[src/rtl/adc_trig_pkg.sv]
package adc_trig_pkg;
  typedef enum logic [1:0] {
    SEQ_IDLE = 2'd0,
    SEQ_ACQ  = 2'd1,
    SEQ_CONV = 2'd2
  } seq_state_t;

  localparam logic [3:0] CMP_TRIG_MODE = 4'b1011;
  localparam int         N_SRC         = 5;
endpackage

[src/rtl/trig_qualify.sv]
module trig_qualify
  import adc_trig_pkg::*;
(
  input  logic       adc_en,
  input  logic       sw_go,
  input  logic       cmp_evt,
  input  logic [3:0] cmp_mode,
  input  logic       ctu_evt,
  input  logic       ctu_trig_en,
  input  logic       tmr_evt,
  input  logic       rtc_evt,
  output logic       cmp_hit,
  output logic       start_req
);
  logic [N_SRC-1:0] raw;
  logic [N_SRC-1:0] qual;
  logic [N_SRC-1:0] ok;

  assign cmp_hit = cmp_evt && (cmp_mode == CMP_TRIG_MODE);

  assign raw  = {sw_go, rtc_evt, tmr_evt, ctu_evt, cmp_evt};
  assign qual = {1'b1, 1'b1, 1'b1, ctu_trig_en, (cmp_mode == CMP_TRIG_MODE)};

  for (genvar i = 0; i < N_SRC; i++) begin : g_src
    assign ok[i] = raw[i] & qual[i];
  end

  assign start_req = adc_en && (|ok);
endmodule

[src/rtl/acq_timer.sv]
module acq_timer #(
  parameter int ACQ_UNIT   = 2,
  parameter int INSTR_CLKS = 4
) (
  input  logic       clk,
  input  logic       rst_n,
  input  logic       load,
  input  logic       run,
  input  logic [2:0] sel,
  input  logic       sleep,
  output logic       bypass,
  output logic       last
);
  localparam int MAX_ACQ = 7 * ACQ_UNIT;
  localparam int MAX_LEN = (MAX_ACQ > INSTR_CLKS) ? MAX_ACQ : INSTR_CLKS;
  localparam int CW      = $clog2(MAX_LEN + 1);

  logic [CW-1:0] cnt;
  logic [CW-1:0] load_len;

  always_comb begin
    if (sel == 3'b000) load_len = CW'(INSTR_CLKS);
    else               load_len = CW'(int'(sel) * ACQ_UNIT);
  end

  assign bypass = (sel == 3'b000) && !sleep;
  assign last   = (cnt == CW'(1));

  always_ff @(posedge clk or negedge rst_n) begin
    if (!rst_n)                  cnt <= '0;
    else if (load)               cnt <= load_len;
    else if (run && cnt != '0)   cnt <= cnt - CW'(1);
  end
endmodule

[src/rtl/start_seq.sv]
module start_seq
  import adc_trig_pkg::*;
(
  input  logic clk,
  input  logic rst_n,
  input  logic adc_en,
  input  logic start_req,
  input  logic bypass,
  input  logic acq_last,
  input  logic conv_done,
  output logic load,
  output logic run,
  output logic go_busy,
  output logic conv_start,
  output logic irq
);
  seq_state_t state;

  assign load = (state == SEQ_IDLE) && start_req;
  assign run  = (state == SEQ_ACQ);

  always_ff @(posedge clk or negedge rst_n) begin
    if (!rst_n) begin
      state      <= SEQ_IDLE;
      go_busy    <= 1'b0;
      conv_start <= 1'b0;
      irq        <= 1'b0;
    end else if (!adc_en) begin
      state      <= SEQ_IDLE;
      go_busy    <= 1'b0;
      conv_start <= 1'b0;
      irq        <= 1'b0;
    end else begin
      conv_start <= 1'b0;
      irq        <= 1'b0;
      unique case (state)
        SEQ_IDLE: begin
          if (start_req) begin
            go_busy <= 1'b1;
            if (bypass) begin
              state      <= SEQ_CONV;
              conv_start <= 1'b1;
            end else begin
              state <= SEQ_ACQ;
            end
          end
        end
        SEQ_ACQ: begin
          if (acq_last) begin
            state      <= SEQ_CONV;
            conv_start <= 1'b1;
          end
        end
        SEQ_CONV: begin
          if (conv_done) begin
            state   <= SEQ_IDLE;
            go_busy <= 1'b0;
            irq     <= 1'b1;
          end
        end
        default: state <= SEQ_IDLE;
      endcase
    end
  end
endmodule

[src/rtl/adc_start_ctrl.sv]
module adc_start_ctrl
  import adc_trig_pkg::*;
#(
  parameter int ACQ_UNIT   = 2,
  parameter int INSTR_CLKS = 4
) (
  input  logic       clk,
  input  logic       rst_n,
  input  logic       adc_en,
  input  logic       sw_go,
  input  logic       cmp_evt,
  input  logic [3:0] cmp_mode,
  input  logic       ctu_evt,
  input  logic       ctu_trig_en,
  input  logic       tmr_evt,
  input  logic       rtc_evt,
  input  logic [2:0] acq_sel,
  input  logic       sleep_pending,
  input  logic       conv_done,
  output logic       go_busy,
  output logic       conv_start,
  output logic       tmr_clear,
  output logic       irq
);
  logic cmp_hit, start_req, bypass, acq_last, load, run;

  trig_qualify u_qual (
    .adc_en      (adc_en),
    .sw_go       (sw_go),
    .cmp_evt     (cmp_evt),
    .cmp_mode    (cmp_mode),
    .ctu_evt     (ctu_evt),
    .ctu_trig_en (ctu_trig_en),
    .tmr_evt     (tmr_evt),
    .rtc_evt     (rtc_evt),
    .cmp_hit     (cmp_hit),
    .start_req   (start_req)
  );

  acq_timer #(.ACQ_UNIT(ACQ_UNIT), .INSTR_CLKS(INSTR_CLKS)) u_timer (
    .clk    (clk),
    .rst_n  (rst_n),
    .load   (load),
    .run    (run),
    .sel    (acq_sel),
    .sleep  (sleep_pending),
    .bypass (bypass),
    .last   (acq_last)
  );

  start_seq u_seq (
    .clk        (clk),
    .rst_n      (rst_n),
    .adc_en     (adc_en),
    .start_req  (start_req),
    .bypass     (bypass),
    .acq_last   (acq_last),
    .conv_done  (conv_done),
    .load       (load),
    .run        (run),
    .go_busy    (go_busy),
    .conv_start (conv_start),
    .irq        (irq)
  );

  // partner timer clear follows every qualified compare event
  always_ff @(posedge clk or negedge rst_n) begin
    if (!rst_n) tmr_clear <= 1'b0;
    else        tmr_clear <= cmp_hit;
  end
endmodule

[config.mk]
export PLATFORM = sky130hd
export DESIGN_NAME = adc_start_ctrl
export DESIGN_NICKNAME = d
export VERILOG_FILES = /design/src/rtl/adc_trig_pkg.sv /design/src/rtl/trig_qualify.sv /design/src/rtl/acq_timer.sv /design/src/rtl/start_seq.sv /design/src/rtl/adc_start_ctrl.sv
export SDC_FILE = /design/constraint.sdc
export NUM_CORES = 1
export LEC_CHECK = 0
export ABC_CLOCK_PERIOD_IN_PS = 1700
export BUFFER_PORTS_ARGS = -buffer_cell sky130_fd_sc_hd__buf_2
export CORE_AREA = 5 5 42 44
export CTS_CLUSTER_SIZE = 25
export DETAILED_ROUTE_END_ITERATION = 12
export DIE_AREA = 0 0 47 49
export GPL_ROUTABILITY_DRIVEN = 0
export GPL_TIMING_DRIVEN = 0
export PLACE_DENSITY = 0.68
export SYNTH_ARGS = -nofsm -noshare
export SYNTH_HDL_FRONTEND = slang
export SYNTH_HIERARCHICAL = 1
export SYNTH_SLANG_ARGS = --single-unit
[constraint.sdc]
create_clock -name clk -period 1.7 [get_ports clk]
set_input_delay 0 -clock clk [delete_from_list [all_inputs] [get_ports clk]]
set_output_delay 0 -clock clk [all_outputs]
set_load 0.005 [all_outputs]
==> summary.txt <==
Timing
  – Actual slew at the worst max-slew pin: 0.499 ns
  – Fmax: about 0.61 GHz
  – Max Clock Skew: between 0.002 and 0.003 ns
  – Setup violators final: 0
  – Worst hold slack: 0.0110 ns
  – Worst rel slew slack: 66.4%
  – Fin crit share: 97.1%
  – Hold Vio Cnt, Final: 0
  – Slew Limit Fails: 0
  – Minimum clock period after layout: 1.65 ns

CTS
  – Clock transition at the registers of the reported paths: 0.06 ns
  – Root buffer cell: clkbuf_4
  – CTS tree: built
  – CTS sink cnt: 10
  – Clk buf depth: 2
  – Setup Buffers After CTS: 0
  – H-Tree Depth: 1
  – Inserted Clock Buffers: 3
  – Clk_lat worst skew: 0.25 ns

Floorplanning
  – Top Ports: 22
  – Die ar.: 0.00230 sq mm
  – Starting Density: 40.9%
  – Row count: 14
  – Die W: around 47 um
  – Core box area: 0.00140 sq mm
  – Die H: ~49 um

Status
  – Status: finished clean

Global routing
  – First-pass GRT wire length: 2060 um
  – Initial antenna violation count: 0
  – Total GRT Usage: 12.2%
  – Largest net degree at the start of global routing: 11
  – GR Overflow Total: 0
  – Vias in the first global route: 522

Yosys
  – Main combinational cell family by area after synthesis: simple AND/OR/NAND/NOR gates
  – Syn Inst Count: 59
  – Post-synth cell types: 29
  – Async S/R FF share, synth: 100%
  – Adder-cell area share of the yosys netlist: 4.37%
  – Mapped Nets: 79
  – Top_reg_cell synth: dfrtp_1
  – Post-synthesis mux area share: slightly below 2%
  – Synth Cell Area: 573 sq um
  – Avg Synthesized Cell Area: a little under 10 sq um
  – Ys Warns: 6
  – EDFF count, synth: 0
  – Simple-gate share of the synthesized area: 29.9%
  – Area fraction in compound gates after synthesis: 17.5%
  – Post-synthesis xor/xnor area fraction: 0%
  – Number of synthesized register bits: 10
  – Sequential cell area fraction in the yosys report: 43.7%

Drt
  – Drt drc: 0
  – Initial DRC count: 18
  – TritonRoute pass-1 iters: 4
  – Wire length per cell: 12.0 um
  – Antenna viol nets, final: 0
  – Vias: between 500 and 600
  – Total Wirelength: 1230 um
  – Vias/cell: 5.33

Setup path
  – Setup CP Type: reg2reg
  – Setup crit end kind: flip-flop
  – Crit start category: flip-flop
  – Crit path max fanout: 4
  – WP data arrival: 1.79 ns
  – Worst EP required: ~1.8 ns

Run
  – Max Cap Violations: 0

Power
  – Clock Power Share: approximately a fifth
  – Power share of the combinational group: a little under a third
  – Switching pwr: roughly 0.00021 W
  – Sequential power share: 46.7%
  – Leak: 0.363 nW
  – Switching Share: between 30% and 40%
  – Pwr dens: 894 mW/mm^2
  – Maximum vdd drop: between 0.4 and 0.5 mV
  – Pint: between 0.0004 and 0.0005 W

Final layout
  – N_diodes: 0
  – NumNets Final: 108
  – Layout cells sized above 1: 37.2%
  – Layout area overhead: 33.0%
  – Final non-filler cell total: approximately 100
  – Leading cell types in the layout, fill and taps excluded: 21 x buf_2, 10 x dfrtp_1, 7 x nor2_1
  – Most common cell after layout, fill and taps aside: buf_2

Placed design
  – Placed insts: 96
  – Port bufs: 21

Worst hold path
  – Min-delay worst type: in2reg
-- layout make-up --
class,instances,area (sq um)
fill,136,639
inverter,3,11.3
multi-input combinational,45,319
tap,16,20.0
buffer,1,3.75
clock buffer,3,22.5
timing repair buffer,24,135
sequential,10,250
-- routing by layer --
layer	part of all wire (%)	vias up	global-route usage (%)
li1	-	274	-
met1	40	251	13.9
met2	53	15	18.3
met3	5.6	4	7.01
met4	1.4	0	4.61
met5	0	-	0
-- worst paths after layout --
| path | depth (start not counted) | startpoint | endpoint | slack, ns |
|---|---|---|---|---|
| setup / recovery | 5 | u_timer/cnt[1]$_DFFE_PN0P_ | u_timer/cnt[0]$_DFFE_PN0P_ | 0.05 |
| hold / removal | 2 | acq_sel[2] | u_timer/cnt[3]$_DFFE_PN0P_ | 0.01 |
| setup reg to reg | 5 | u_timer/cnt[1]$_DFFE_PN0P_ | u_timer/cnt[0]$_DFFE_PN0P_ | 0.05 |
| hold reg to reg | 2 | u_seq/go_busy$_DFFE_PN0P_ | u_seq/go_busy$_DFFE_PN0P_ | 0.56 |
| max in group asynchronous | 2 | rst_n | u_seq/state[0]$_DFFE_PN0P_ | 1.38 |
| min in group asynchronous | 2 | rst_n | tmr_clear$_DFF_PN0_ | 0.14 |
-- metrics by stage --
step                instance area (sq um)  setup TNS [ns]  utilization, %  setup slack, ns  power (W)
finish                                762               0            54.4           0.0498   0.000681
global route                          762       -0.000114            54.4        -0.000114   0.000737
CTS                                   741               0            52.9           0.0224   0.000677
detailed placement                    698          -0.130            49.8          -0.0798   0.000524
global placement                      698         -0.0486            49.8          -0.0388   0.000516
floorplan                             573               0               -            0.159   0.000457
-- cells in the mapped netlist, types with 2 or more instances --
| cell type | instances | share of area (%) |
|---|---|---|
| nor2_1 | 8 | 5.2 |
| dfrtp_1 | 10 | 44 |
| nor3b_1 | 4 | 5.2 |
| nand2_1 | 4 | 2.6 |
| nand3_1 | 2 | 1.7 |
| a221o_1 | 2 | 3.5 |
| ha_1 | 2 | 4.4 |
| a21oi_1 | 4 | 3.5 |
| nand2b_1 | 2 | 2.2 |
| inv_1 | 2 | 1.3 |
-- state kept, by name, indices dropped and copies added, names as in the netlist --
| name | flops |
|---|---|
| u_timer/cnt | 4 |
| u_seq/state | 2 |
| u_seq/irq | 1 |
| u_seq/conv_start | 1 |
| u_seq/go_busy | 1 |
| tmr_clear | 1 |
-- repair_timing --
action / CTS / global route
resized for setup: 0 / 3
endpoints found under the hold margin: 11 / 1
hold buffers: 2 / 1
endpoints found under the setup margin: 0 / 2
-- critical path, cell delays in order, from the launching register on --
cell,delay [ns]
dfrtp_1,0.39
inv_1,0.12
ha_2,0.22
or3b_4,0.40
nand2_1,0.09
mux2_2,0.32
-- logic make-up (layout without fill, tap and decap cells) --
kind of cell	Yosys count	count (layout)
compound gates	13	13
fa+ha+maj	2	2
buf+inv	4	31
flops	10	10
mux	1	1
simple gates	29	29
-- power by group through the flow --
stage / clock network (W) / registers [W] / logic (W)
6_report: 0.000146 / 0.000318 / 0.000217
5_1_grt: 0.000172 / 0.000324 / 0.000242
4_1_cts: 0.000154 / 0.000313 / 0.000209
3_5_place_dp: 0 / 0.000318 / 0.000207
3_3_place_gp: 0 / 0.000316 / 0.000200
2_1_floorplan: 0 / 0.000309 / 0.000148
(Power assumes the default switching activity.)
